==> src/rtl/evtPkg.sv <==
package evtPkg;

  localparam int unsigned ADDR_W = 4;
  localparam int unsigned BUS_W  = 32;
  localparam int unsigned LANE_W = 8;

  // group index used by the two pickers
  localparam int unsigned GRP_URG = 0;
  localparam int unsigned GRP_NRM = 1;

  typedef enum logic [ADDR_W-1:0] {
    REG_POL    = 4'd0,
    REG_EN_SET = 4'd1,
    REG_EN_CLR = 4'd2,
    REG_GRP_HI = 4'd3,
    REG_GRP_LO = 4'd4,
    REG_FLAG   = 4'd5,
    REG_LVL0   = 4'd6,
    REG_LVL1   = 4'd7,
    REG_LVL2   = 4'd8,
    REG_LVL3   = 4'd9,
    REG_FIFO0  = 4'd10,
    REG_FIFO1  = 4'd11,
    REG_CPL0   = 4'd12,
    REG_CPL1   = 4'd13,
    REG_TRIG   = 4'd14,
    REG_STATUS = 4'd15
  } regAddr_e;

  // write strobes from control into the event datapath
  typedef struct packed {
    logic polWr;
    logic enSet;
    logic enClr;
    logic grpHiWr;
    logic grpLoWr;
    logic trigWr;
  } evtStb_t;

endpackage

==> src/rtl/evtPick.sv <==
module evtPick #(
  parameter int unsigned N  = 32,
  parameter int unsigned IW = $clog2(N)
) (
  input  logic          clk,
  input  logic          rstN,
  input  logic [N-1:0]  req,
  output logic          valid,
  output logic [IW-1:0] idx,
  output logic [N-1:0]  grant
);

  always_comb begin
    valid = |req;
    idx   = '0;
    for (int i = N - 1; i >= 0; i--) begin
      if (req[i]) idx = IW'(i);
    end
    grant = '0;
    if (valid) grant[idx] = 1'b1;
  end

  // the chosen request is real and no lower-numbered request is pending
  assert_lowest_wins_R6: assert property (@(posedge clk) disable iff (!rstN)
    valid |-> (req[idx] && ((req & (grant - N'(1))) == '0)));

endmodule

==> src/rtl/evtW1cReg.sv <==
module evtW1cReg #(
  parameter int unsigned W = 8
) (
  input  logic         clk,
  input  logic         rstN,
  input  logic [W-1:0] setIn,
  input  logic         clrStb,
  input  logic [W-1:0] clrData,
  output logic [W-1:0] q
);

  logic [W-1:0] clrMask;

  assign clrMask = clrStb ? clrData : '0;

  always_ff @(posedge clk or negedge rstN) begin
    if (!rstN) q <= '0;
    else       q <= (q & ~clrMask) | setIn;
  end

  // a set bit is present on the next cycle, even against a clear
  assert_set_wins_R9: assert property (@(posedge clk) disable iff (!rstN)
    (|setIn) |=> ((q & $past(setIn)) == $past(setIn)));

  // writing ones with no concurrent set clears those bits
  assert_w1c_clear_R10: assert property (@(posedge clk) disable iff (!rstN)
    (clrStb && setIn == '0) |=> ((q & $past(clrData)) == '0));

endmodule

==> src/rtl/evtDatapath.sv <==
module evtDatapath
  import evtPkg::*;
#(
  parameter int unsigned NUM_EVT     = 32,
  parameter int unsigned SYNC_STAGES = 2,
  parameter int unsigned IW          = $clog2(NUM_EVT)
) (
  input  logic               clk,
  input  logic               rstN,
  input  logic [NUM_EVT-1:0] evtIn,
  input  evtStb_t            stb,
  input  logic [NUM_EVT-1:0] wrData,
  input  logic               hiReady,
  input  logic               loReady,
  output logic               hiValid,
  output logic [IW-1:0]      hiId,
  output logic               loValid,
  output logic [IW-1:0]      loId,
  output logic [NUM_EVT-1:0] polQ,
  output logic [NUM_EVT-1:0] enQ,
  output logic [NUM_EVT-1:0] grpHiQ,
  output logic [NUM_EVT-1:0] trigQ,
  output logic [NUM_EVT-1:0] flagQ,
  output logic [NUM_EVT-1:0] levelQ,
  output logic               busy
);

  logic [NUM_EVT-1:0] syncChain [SYNC_STAGES];
  logic [NUM_EVT-1:0] prevLvl;
  logic [NUM_EVT-1:0] hwEdge, swEdge, edgeMask;
  logic [NUM_EVT-1:0] pend, clearMask, flagNext;

  logic [NUM_EVT-1:0] grpReq   [2];
  logic               grpValid [2];
  logic [IW-1:0]      grpIdx   [2];
  logic [NUM_EVT-1:0] grpGrant [2];
  logic               hiFire, loFire;

  assign levelQ = syncChain[SYNC_STAGES-1];

  // per-line edge of the selected direction
  assign hwEdge = (~polQ & levelQ & ~prevLvl) | (polQ & ~levelQ & prevLvl);
  assign swEdge = stb.trigWr ? (wrData ^ trigQ) : '0;
  assign edgeMask = hwEdge | swEdge;

  assign pend = flagQ & enQ;
  assign grpReq[GRP_URG] = pend & grpHiQ;
  assign grpReq[GRP_NRM] = pend & ~grpHiQ;

  for (genvar g = 0; g < 2; g++) begin : gPick
    evtPick #(.N(NUM_EVT), .IW(IW)) i_pick (
      .clk   (clk),
      .rstN  (rstN),
      .req   (grpReq[g]),
      .valid (grpValid[g]),
      .idx   (grpIdx[g]),
      .grant (grpGrant[g])
    );
  end

  assign hiValid = grpValid[GRP_URG];
  assign hiId    = grpIdx[GRP_URG];
  assign loValid = grpValid[GRP_NRM] & ~grpValid[GRP_URG];
  assign loId    = grpIdx[GRP_NRM];
  assign busy    = hiValid | loValid;

  assign hiFire = hiValid & hiReady;
  assign loFire = loValid & loReady;
  assign clearMask = (hiFire ? grpGrant[GRP_URG] : '0) | (loFire ? grpGrant[GRP_NRM] : '0);
  assign flagNext  = (flagQ & ~clearMask) | edgeMask;

  always_ff @(posedge clk or negedge rstN) begin
    if (!rstN) begin
      syncChain <= '{default: '0};
      prevLvl   <= '0;
      polQ      <= '0;
      enQ       <= '0;
      grpHiQ    <= '0;
      trigQ     <= '0;
      flagQ     <= '0;
    end else begin
      syncChain[0] <= evtIn;
      for (int s = 1; s < SYNC_STAGES; s++) syncChain[s] <= syncChain[s-1];
      prevLvl <= levelQ;
      if (stb.polWr) polQ <= wrData;
      if (stb.enSet)      enQ <= enQ | wrData;
      else if (stb.enClr) enQ <= enQ & ~wrData;
      if (stb.grpHiWr)      grpHiQ <= grpHiQ | wrData;
      else if (stb.grpLoWr) grpHiQ <= grpHiQ & ~wrData;
      if (stb.trigWr) trigQ <= wrData;
      flagQ <= flagNext;
    end
  end

  // the normal group never drives while an urgent event waits
  assert_urgent_first_R6: assert property (@(posedge clk) disable iff (!rstN)
    loValid |-> (grpReq[GRP_URG] == '0));

  // every edge leaves its flag set, even on an accepting cycle (also R5)
  assert_edge_kept_R7: assert property (@(posedge clk) disable iff (!rstN)
    (|edgeMask) |=> ((flagQ & $past(edgeMask)) == $past(edgeMask)));

  // acceptance without a new edge drops the flag
  assert_accept_clears_R7: assert property (@(posedge clk) disable iff (!rstN)
    (hiFire && ((grpGrant[GRP_URG] & edgeMask) == '0))
      |=> ((flagQ & $past(grpGrant[GRP_URG])) == '0));

  // enabling bits takes effect on the next cycle
  assert_enable_set_R3: assert property (@(posedge clk) disable iff (!rstN)
    stb.enSet |=> ((enQ & $past(wrData)) == $past(wrData)));

endmodule

==> src/rtl/evtCtrl.sv <==
module evtCtrl
  import evtPkg::*;
#(
  parameter int unsigned NUM_EVT = 32,
  parameter int unsigned FIFO_W  = 8,
  parameter int unsigned CPL_W   = 8
) (
  input  logic               clk,
  input  logic               rstN,
  input  logic [ADDR_W-1:0]  busAddr,
  input  logic               busWrEn,
  input  logic [BUS_W-1:0]   busWrData,
  output logic [BUS_W-1:0]   busRdData,
  input  logic [FIFO_W-1:0]  fifoSet0,
  input  logic [FIFO_W-1:0]  fifoSet1,
  input  logic [CPL_W-1:0]   cplSet0,
  input  logic [CPL_W-1:0]   cplSet1,
  output evtStb_t            stb,
  input  logic [NUM_EVT-1:0] polQ,
  input  logic [NUM_EVT-1:0] enQ,
  input  logic [NUM_EVT-1:0] grpHiQ,
  input  logic [NUM_EVT-1:0] trigQ,
  input  logic [NUM_EVT-1:0] flagQ,
  input  logic [NUM_EVT-1:0] levelQ,
  input  logic               busy
);

  localparam int unsigned NUM_LANE = NUM_EVT / LANE_W;

  logic [FIFO_W-1:0] fifoSet [2];
  logic [FIFO_W-1:0] fifoQ   [2];
  logic [CPL_W-1:0]  cplSet  [2];
  logic [CPL_W-1:0]  cplQ    [2];

  assign fifoSet[0] = fifoSet0;
  assign fifoSet[1] = fifoSet1;
  assign cplSet[0]  = cplSet0;
  assign cplSet[1]  = cplSet1;

  always_comb begin
    stb         = '0;
    stb.polWr   = busWrEn && (busAddr == REG_POL);
    stb.enSet   = busWrEn && (busAddr == REG_EN_SET);
    stb.enClr   = busWrEn && (busAddr == REG_EN_CLR);
    stb.grpHiWr = busWrEn && (busAddr == REG_GRP_HI);
    stb.grpLoWr = busWrEn && (busAddr == REG_GRP_LO);
    stb.trigWr  = busWrEn && (busAddr == REG_TRIG);
  end

  for (genvar f = 0; f < 2; f++) begin : gFifo
    evtW1cReg #(.W(FIFO_W)) i_fifoReg (
      .clk     (clk),
      .rstN    (rstN),
      .setIn   (fifoSet[f]),
      .clrStb  (busWrEn && (busAddr == ADDR_W'(int'(REG_FIFO0) + f))),
      .clrData (busWrData[FIFO_W-1:0]),
      .q       (fifoQ[f])
    );
  end

  for (genvar c = 0; c < 2; c++) begin : gCpl
    evtW1cReg #(.W(CPL_W)) i_cplReg (
      .clk     (clk),
      .rstN    (rstN),
      .setIn   (cplSet[c]),
      .clrStb  (busWrEn && (busAddr == ADDR_W'(int'(REG_CPL0) + c))),
      .clrData (busWrData[CPL_W-1:0]),
      .q       (cplQ[c])
    );
  end

  always_comb begin
    busRdData = '0;
    case (busAddr)
      REG_POL:                busRdData[NUM_EVT-1:0] = polQ;
      REG_EN_SET, REG_EN_CLR: busRdData[NUM_EVT-1:0] = enQ;
      REG_GRP_HI:             busRdData[NUM_EVT-1:0] = grpHiQ;
      REG_GRP_LO:             busRdData[NUM_EVT-1:0] = ~grpHiQ;
      REG_FLAG:               busRdData[NUM_EVT-1:0] = flagQ;
      REG_FIFO0:              busRdData[FIFO_W-1:0]  = fifoQ[0];
      REG_FIFO1:              busRdData[FIFO_W-1:0]  = fifoQ[1];
      REG_CPL0:               busRdData[CPL_W-1:0]   = cplQ[0];
      REG_CPL1:               busRdData[CPL_W-1:0]   = cplQ[1];
      REG_TRIG:               busRdData[NUM_EVT-1:0] = trigQ;
      REG_STATUS:             busRdData[2*CPL_W:0]   = {busy, cplQ[1], cplQ[0]};
      default:                busRdData = '0;
    endcase
    for (int l = 0; l < NUM_LANE; l++) begin
      if (busAddr == ADDR_W'(int'(REG_LVL0) + l)) busRdData[LANE_W-1:0] = levelQ[l*LANE_W +: LANE_W];
    end
  end

  // the status word follows the completion register 0 bits one cycle after a set
  assert_status_mirror_R12: assert property (@(posedge clk) disable iff (!rstN)
    (|cplSet0) |=> ((cplQ[0] & $past(cplSet0)) == $past(cplSet0)));

endmodule

==> src/rtl/evtCaptureTop.sv <==
module evtCaptureTop
  import evtPkg::*;
#(
  parameter int unsigned NUM_EVT     = 32,
  parameter int unsigned FIFO_W      = 8,
  parameter int unsigned CPL_W       = 8,
  parameter int unsigned SYNC_STAGES = 2,
  parameter int unsigned IDX_W       = $clog2(NUM_EVT)
) (
  input  logic               clk,
  input  logic               rstN,
  input  logic [NUM_EVT-1:0] evtIn,
  input  logic [ADDR_W-1:0]  busAddr,
  input  logic               busWrEn,
  input  logic [BUS_W-1:0]   busWrData,
  output logic [BUS_W-1:0]   busRdData,
  input  logic [FIFO_W-1:0]  fifoSet0,
  input  logic [FIFO_W-1:0]  fifoSet1,
  input  logic [CPL_W-1:0]   cplSet0,
  input  logic [CPL_W-1:0]   cplSet1,
  output logic               hiValid,
  output logic [IDX_W-1:0]   hiId,
  input  logic               hiReady,
  output logic               loValid,
  output logic [IDX_W-1:0]   loId,
  input  logic               loReady
);

  evtStb_t            stb;
  logic [NUM_EVT-1:0] polQ, enQ, grpHiQ, trigQ, flagQ, levelQ;
  logic               busy;

  evtCtrl #(.NUM_EVT(NUM_EVT), .FIFO_W(FIFO_W), .CPL_W(CPL_W)) i_ctrl (
    .clk       (clk),
    .rstN      (rstN),
    .busAddr   (busAddr),
    .busWrEn   (busWrEn),
    .busWrData (busWrData),
    .busRdData (busRdData),
    .fifoSet0  (fifoSet0),
    .fifoSet1  (fifoSet1),
    .cplSet0   (cplSet0),
    .cplSet1   (cplSet1),
    .stb       (stb),
    .polQ      (polQ),
    .enQ       (enQ),
    .grpHiQ    (grpHiQ),
    .trigQ     (trigQ),
    .flagQ     (flagQ),
    .levelQ    (levelQ),
    .busy      (busy)
  );

  evtDatapath #(.NUM_EVT(NUM_EVT), .SYNC_STAGES(SYNC_STAGES), .IW(IDX_W)) i_dp (
    .clk     (clk),
    .rstN    (rstN),
    .evtIn   (evtIn),
    .stb     (stb),
    .wrData  (busWrData[NUM_EVT-1:0]),
    .hiReady (hiReady),
    .loReady (loReady),
    .hiValid (hiValid),
    .hiId    (hiId),
    .loValid (loValid),
    .loId    (loId),
    .polQ    (polQ),
    .enQ     (enQ),
    .grpHiQ  (grpHiQ),
    .trigQ   (trigQ),
    .flagQ   (flagQ),
    .levelQ  (levelQ),
    .busy    (busy)
  );

endmodule

==> config.mk <==
export PLATFORM = sky130hd
export DESIGN_NAME = evtCaptureTop
export DESIGN_NICKNAME = d
export VERILOG_FILES = /design/src/rtl/evtPkg.sv /design/src/rtl/evtPick.sv /design/src/rtl/evtW1cReg.sv /design/src/rtl/evtDatapath.sv /design/src/rtl/evtCtrl.sv /design/src/rtl/evtCaptureTop.sv
export SDC_FILE = /design/constraint.sdc
export NUM_CORES = 1
export LEC_CHECK = 0
export BUFFER_PORTS_ARGS = -buffer_cell sky130_fd_sc_hd__buf_2
export CAP_MARGIN = 20
export CORE_MARGIN = 2
export CORE_UTILIZATION = 45
export CTS_CLUSTER_SIZE = 28
export DETAILED_ROUTE_END_ITERATION = 8
export HOLD_SLACK_MARGIN = 0.03
export PLACE_DENSITY = 0.74
export SLEW_MARGIN = 25
export SYNTH_ARGS = -nofsm -noshare
export SYNTH_HDL_FRONTEND = slang
export SYNTH_SLANG_ARGS = --single-unit
==> constraint.sdc <==
create_clock -name clk -period 7.2 [get_ports clk]
set_input_delay 1.8 -clock clk [delete_from_list [all_inputs] [get_ports clk]]
set_output_delay 1.8 -clock clk [all_outputs]
set_load 0.02 [all_outputs]
==> flow_metrics.py <==
metrics = {
    "status": {
        "status": "finished, violations left",
        "violations": "DRC",
    },
    "floorplanning": {
        "placement_rows": 64,
        "die_area_sq_mm": 0.0327,
        "die_h_microns": 181,
        "ios": 149,
        "core_region_area_sq_mm": 0.0307,
        "initial_core_util_pct": 45.9,
        "die_w_microns": 181,
    },
    "cts": {
        "clkSinkCount": 288,
        "hold_buffers": 0,
        "insertion_delay_ns": 0.59,
        "cts_buffer_depth": 3,
        "cts_root_buf": "clkbuf_16",
        "cts_tree": "done",
        "post-cts-setup-buffer-count": 0,
        "cts.repair.resized": 0,
        "path_clk_slew_ns": 0.06,
        "cts-htree-levels": 1,
        "numCtsBuffers": 31,
    },
    "setup_path": {
        "critical_path_buf_inv_count": 3,
        "cp.arrival_ns": 4.52,
        "startpoint": "busAddr[3]",
        "cpPeakStageDelay_ns": 0.81,
        "crit_chain": "buf_2 -> or2_1 -> nor2_2 -> buf_4 -> a222oi_1 -> nand4_1 -> o21ai_0 -> o21ai_0 -> buf_2",
        "cp-start-kind": "primary input",
        "cp_top_family": "simple AND/OR/NAND/NOR gates",
        "criticalPathCategory": "in2out",
        "cp.required_ns": 5.40,
        "endpoint_kind": "output pin",
        "path_max_fanout": 25,
        "slowest_stage": "nor2_2",
    },
    "layout": {
        "final_net_count": 1607,
        "stdcell_area_sq_mm": 0.0163,
        "drive_gt1_share_pct": 23.4,
        "fin_cells": 1921,
        "syn_to_final_growth_pct": 15.9,
    },
    "grt": {
        "grt_overflow_total": 0,
        "grt_pass1_vias": 12081,
        "antenna_found_initial": 1,
        "grt_max_degree": 179,
        "grt_pass1_wl_mm": 75.5,
        "grt_usage_pct": 30.3,
    },
    "routing": {
        "route.detailed.drc": 1,
        "drt_first_pass_iters": 9,
        "first_iter_violations": 1298,
        "totalWireLength_mm": 50.0,
        "ant_nets": 0,
        "vias": 12288,
        "via_per_inst": 6.40,
        "wl_per_cell_microns": 26.0,
    },
    "logic_synthesis": {
        "synthArstFlopShare_pct": 100,
        "ys_seq_area_share_pct": 51.2,
        "yosysTopAreaCell": "dfrtp_1",
        "synth_most_common_cell": "dfrtp_1",
        "synthTopCellsByArea": "dfrtp_1, mux2_2, nand2_1",
        "synth_edf_count": 0,
        "syn-mean-instance-area_sq_um": 10.3,
        "synth_seq_cells": 288,
        "synth_flop_cell": "dfrtp_1",
        "syn_nets": 1472,
        "yosysWarnings": 0,
        "synth_common_cells": "dfrtp_1, nand2_1, nor2_1",
        "mappedNetlistArea_sq_mm": 0.0141,
        "synth_top_area_share_pct": 51.2,
        "synthDistinctLibCells": 76,
        "syn_inst": 1367,
    },
    "placement": {
        "portBuffers": 148,
        "dp_hpwl_mm": 35.9,
        "dp.cells": 1864,
        "dpl-instance-area_sq_mm": 0.0152,
        "place.gp.congestion": 1.00,
    },
    "sta": {
        "rsz0062_at_grt": "no",
        "hold_violations": 0,
        "finClkSkew_ns": 0.0101,
        "finalMaxSlewViolations": 0,
        "relSlewSlack_pct": 22.0,
        "max_freq_mhz": 158,
        "post-route-min-period_ns": 6.32,
        "whs_ns": 0.342,
        "post-route-period-util_pct": 87.7,
        "setup_viol": 0,
        "worst-slew-pin-transition_ns": 1.16,
        "fin_setup_tns_ns": 0,
    },
    "pwr": {
        "power.leakage_uw": 0.00709,
        "powerDensity_mw_per_mm2": 275,
        "vdd_drop_max_mv": 0.200,
    },
    "flow_run": {
        "max_cap_violations": 0,
    },
    "worst_hold_path": {
        "hp-start": "i_dp.syncChain[55]$_DFF_PN0_",
        "min_path_type": "reg2reg",
    },
}
-- area by class of cell --
class / count / area [sq um]
Sequential cell: 288 / 7210
Fill cell: 2714 / 14400
Timing Repair Buffer: 167 / 926
Antenna cell: 1 / 2.50
Inverter: 6 / 22.5
Clock inverter: 11 / 130
Tap cell: 396 / 495
Multi-Input combinational cell: 1008 / 6610
Clock buffer: 44 / 925
-- final timing paths --
path,slack [ns],cells after the start,end
min in group asynchronous,1.24,1,i_dp.trigQ[22]$_DFFE_PN0P_
worst max-delay path,0.88,9,busRdData[6]
worst min-delay path,0.34,0,i_dp.levelQ[23]$_DFF_PN0_
worst min register to register,0.34,0,i_dp.levelQ[23]$_DFF_PN0_
worst max register to register,3.82,8,i_dp.flagQ[22]$_DFF_PN0_
max in group asynchronous,4.50,3,i_dp.prevLvl[0]$_DFF_PN0_
-- per-stage QoR --
| step | utilization, % | power [uW] | worst slack [ns] |
|---|---|---|---|
| floorplan | - | 2470 | 1.89 |
| finish | 53.2 | 4490 | 0.884 |
| global route | 53.2 | 4650 | 0.879 |
| detailed placement | 49.7 | 2850 | 1.04 |
| CTS | 53.1 | 4490 | 1.03 |
| global placement | 49.7 | 2830 | 1.11 |
-- layout by cell type, fill, tap and decap left out, types with 4 or more instances in the layout --
master and n:
dfrtp_1 288, nand2_1 214, buf_2 147, nor2_1 124, mux2_2 102, o21ai_0 60, nand3_1 60, a221oi_1 57
a21o_1 33, a22o_1 32, clkbuf_16 31, nand3b_1 27, xor2_1 26, a222oi_1 22, a22oi_1 21, o221ai_1 20
a21oi_1 19, buf_4 17, nand2b_1 13, nand4_1 13, and3_1 12, and2_1 10, nor2b_1 10, clkbuf_8 10
nor3_1 9, and3_2 6, and3b_1 6, xnor2_1 6, mux2i_1 6, o2111ai_1 5, o21ai_1 5, a211oi_1 5
o31ai_1 5, inv_1 5, o22ai_1 5, clkinv_2 5, nor2_2 4, o21a_1 4
-- power by group --
| group | internal, uW | switching (uW) | total [uW] |
|---|---|---|---|
| clock | 963 | 675 | 1640 |
| combinational | 321 | 491 | 811 |
| sequential | 1800 | 242 | 2040 |
| total | 3080 | 1410 | 4490 |
-- cell families (layout without fill, tap and decap cells) --
family | Yosys count | count (layout) | synth area share, %
other cells | 0 | 1 | 0
xor+xnor | 32 | 32 | 1.99
flops | 288 | 288 | 51.2
buf+inv | 71 | 228 | 2.00
mux | 108 | 108 | 8.59
compound gates | 328 | 328 | 17.7
simple gates | 540 | 540 | 18.5
-- layer usage --
layer	track usage, %	vias to the layer above	wire length (microns)
li1	-	5342	-
met1	43.2	6103	21000
met2	46.6	720	22100
met3	5.42	123	5060
met4	10.3	0	1880
met5	0	-	0
(Power assumes the default switching activity.)
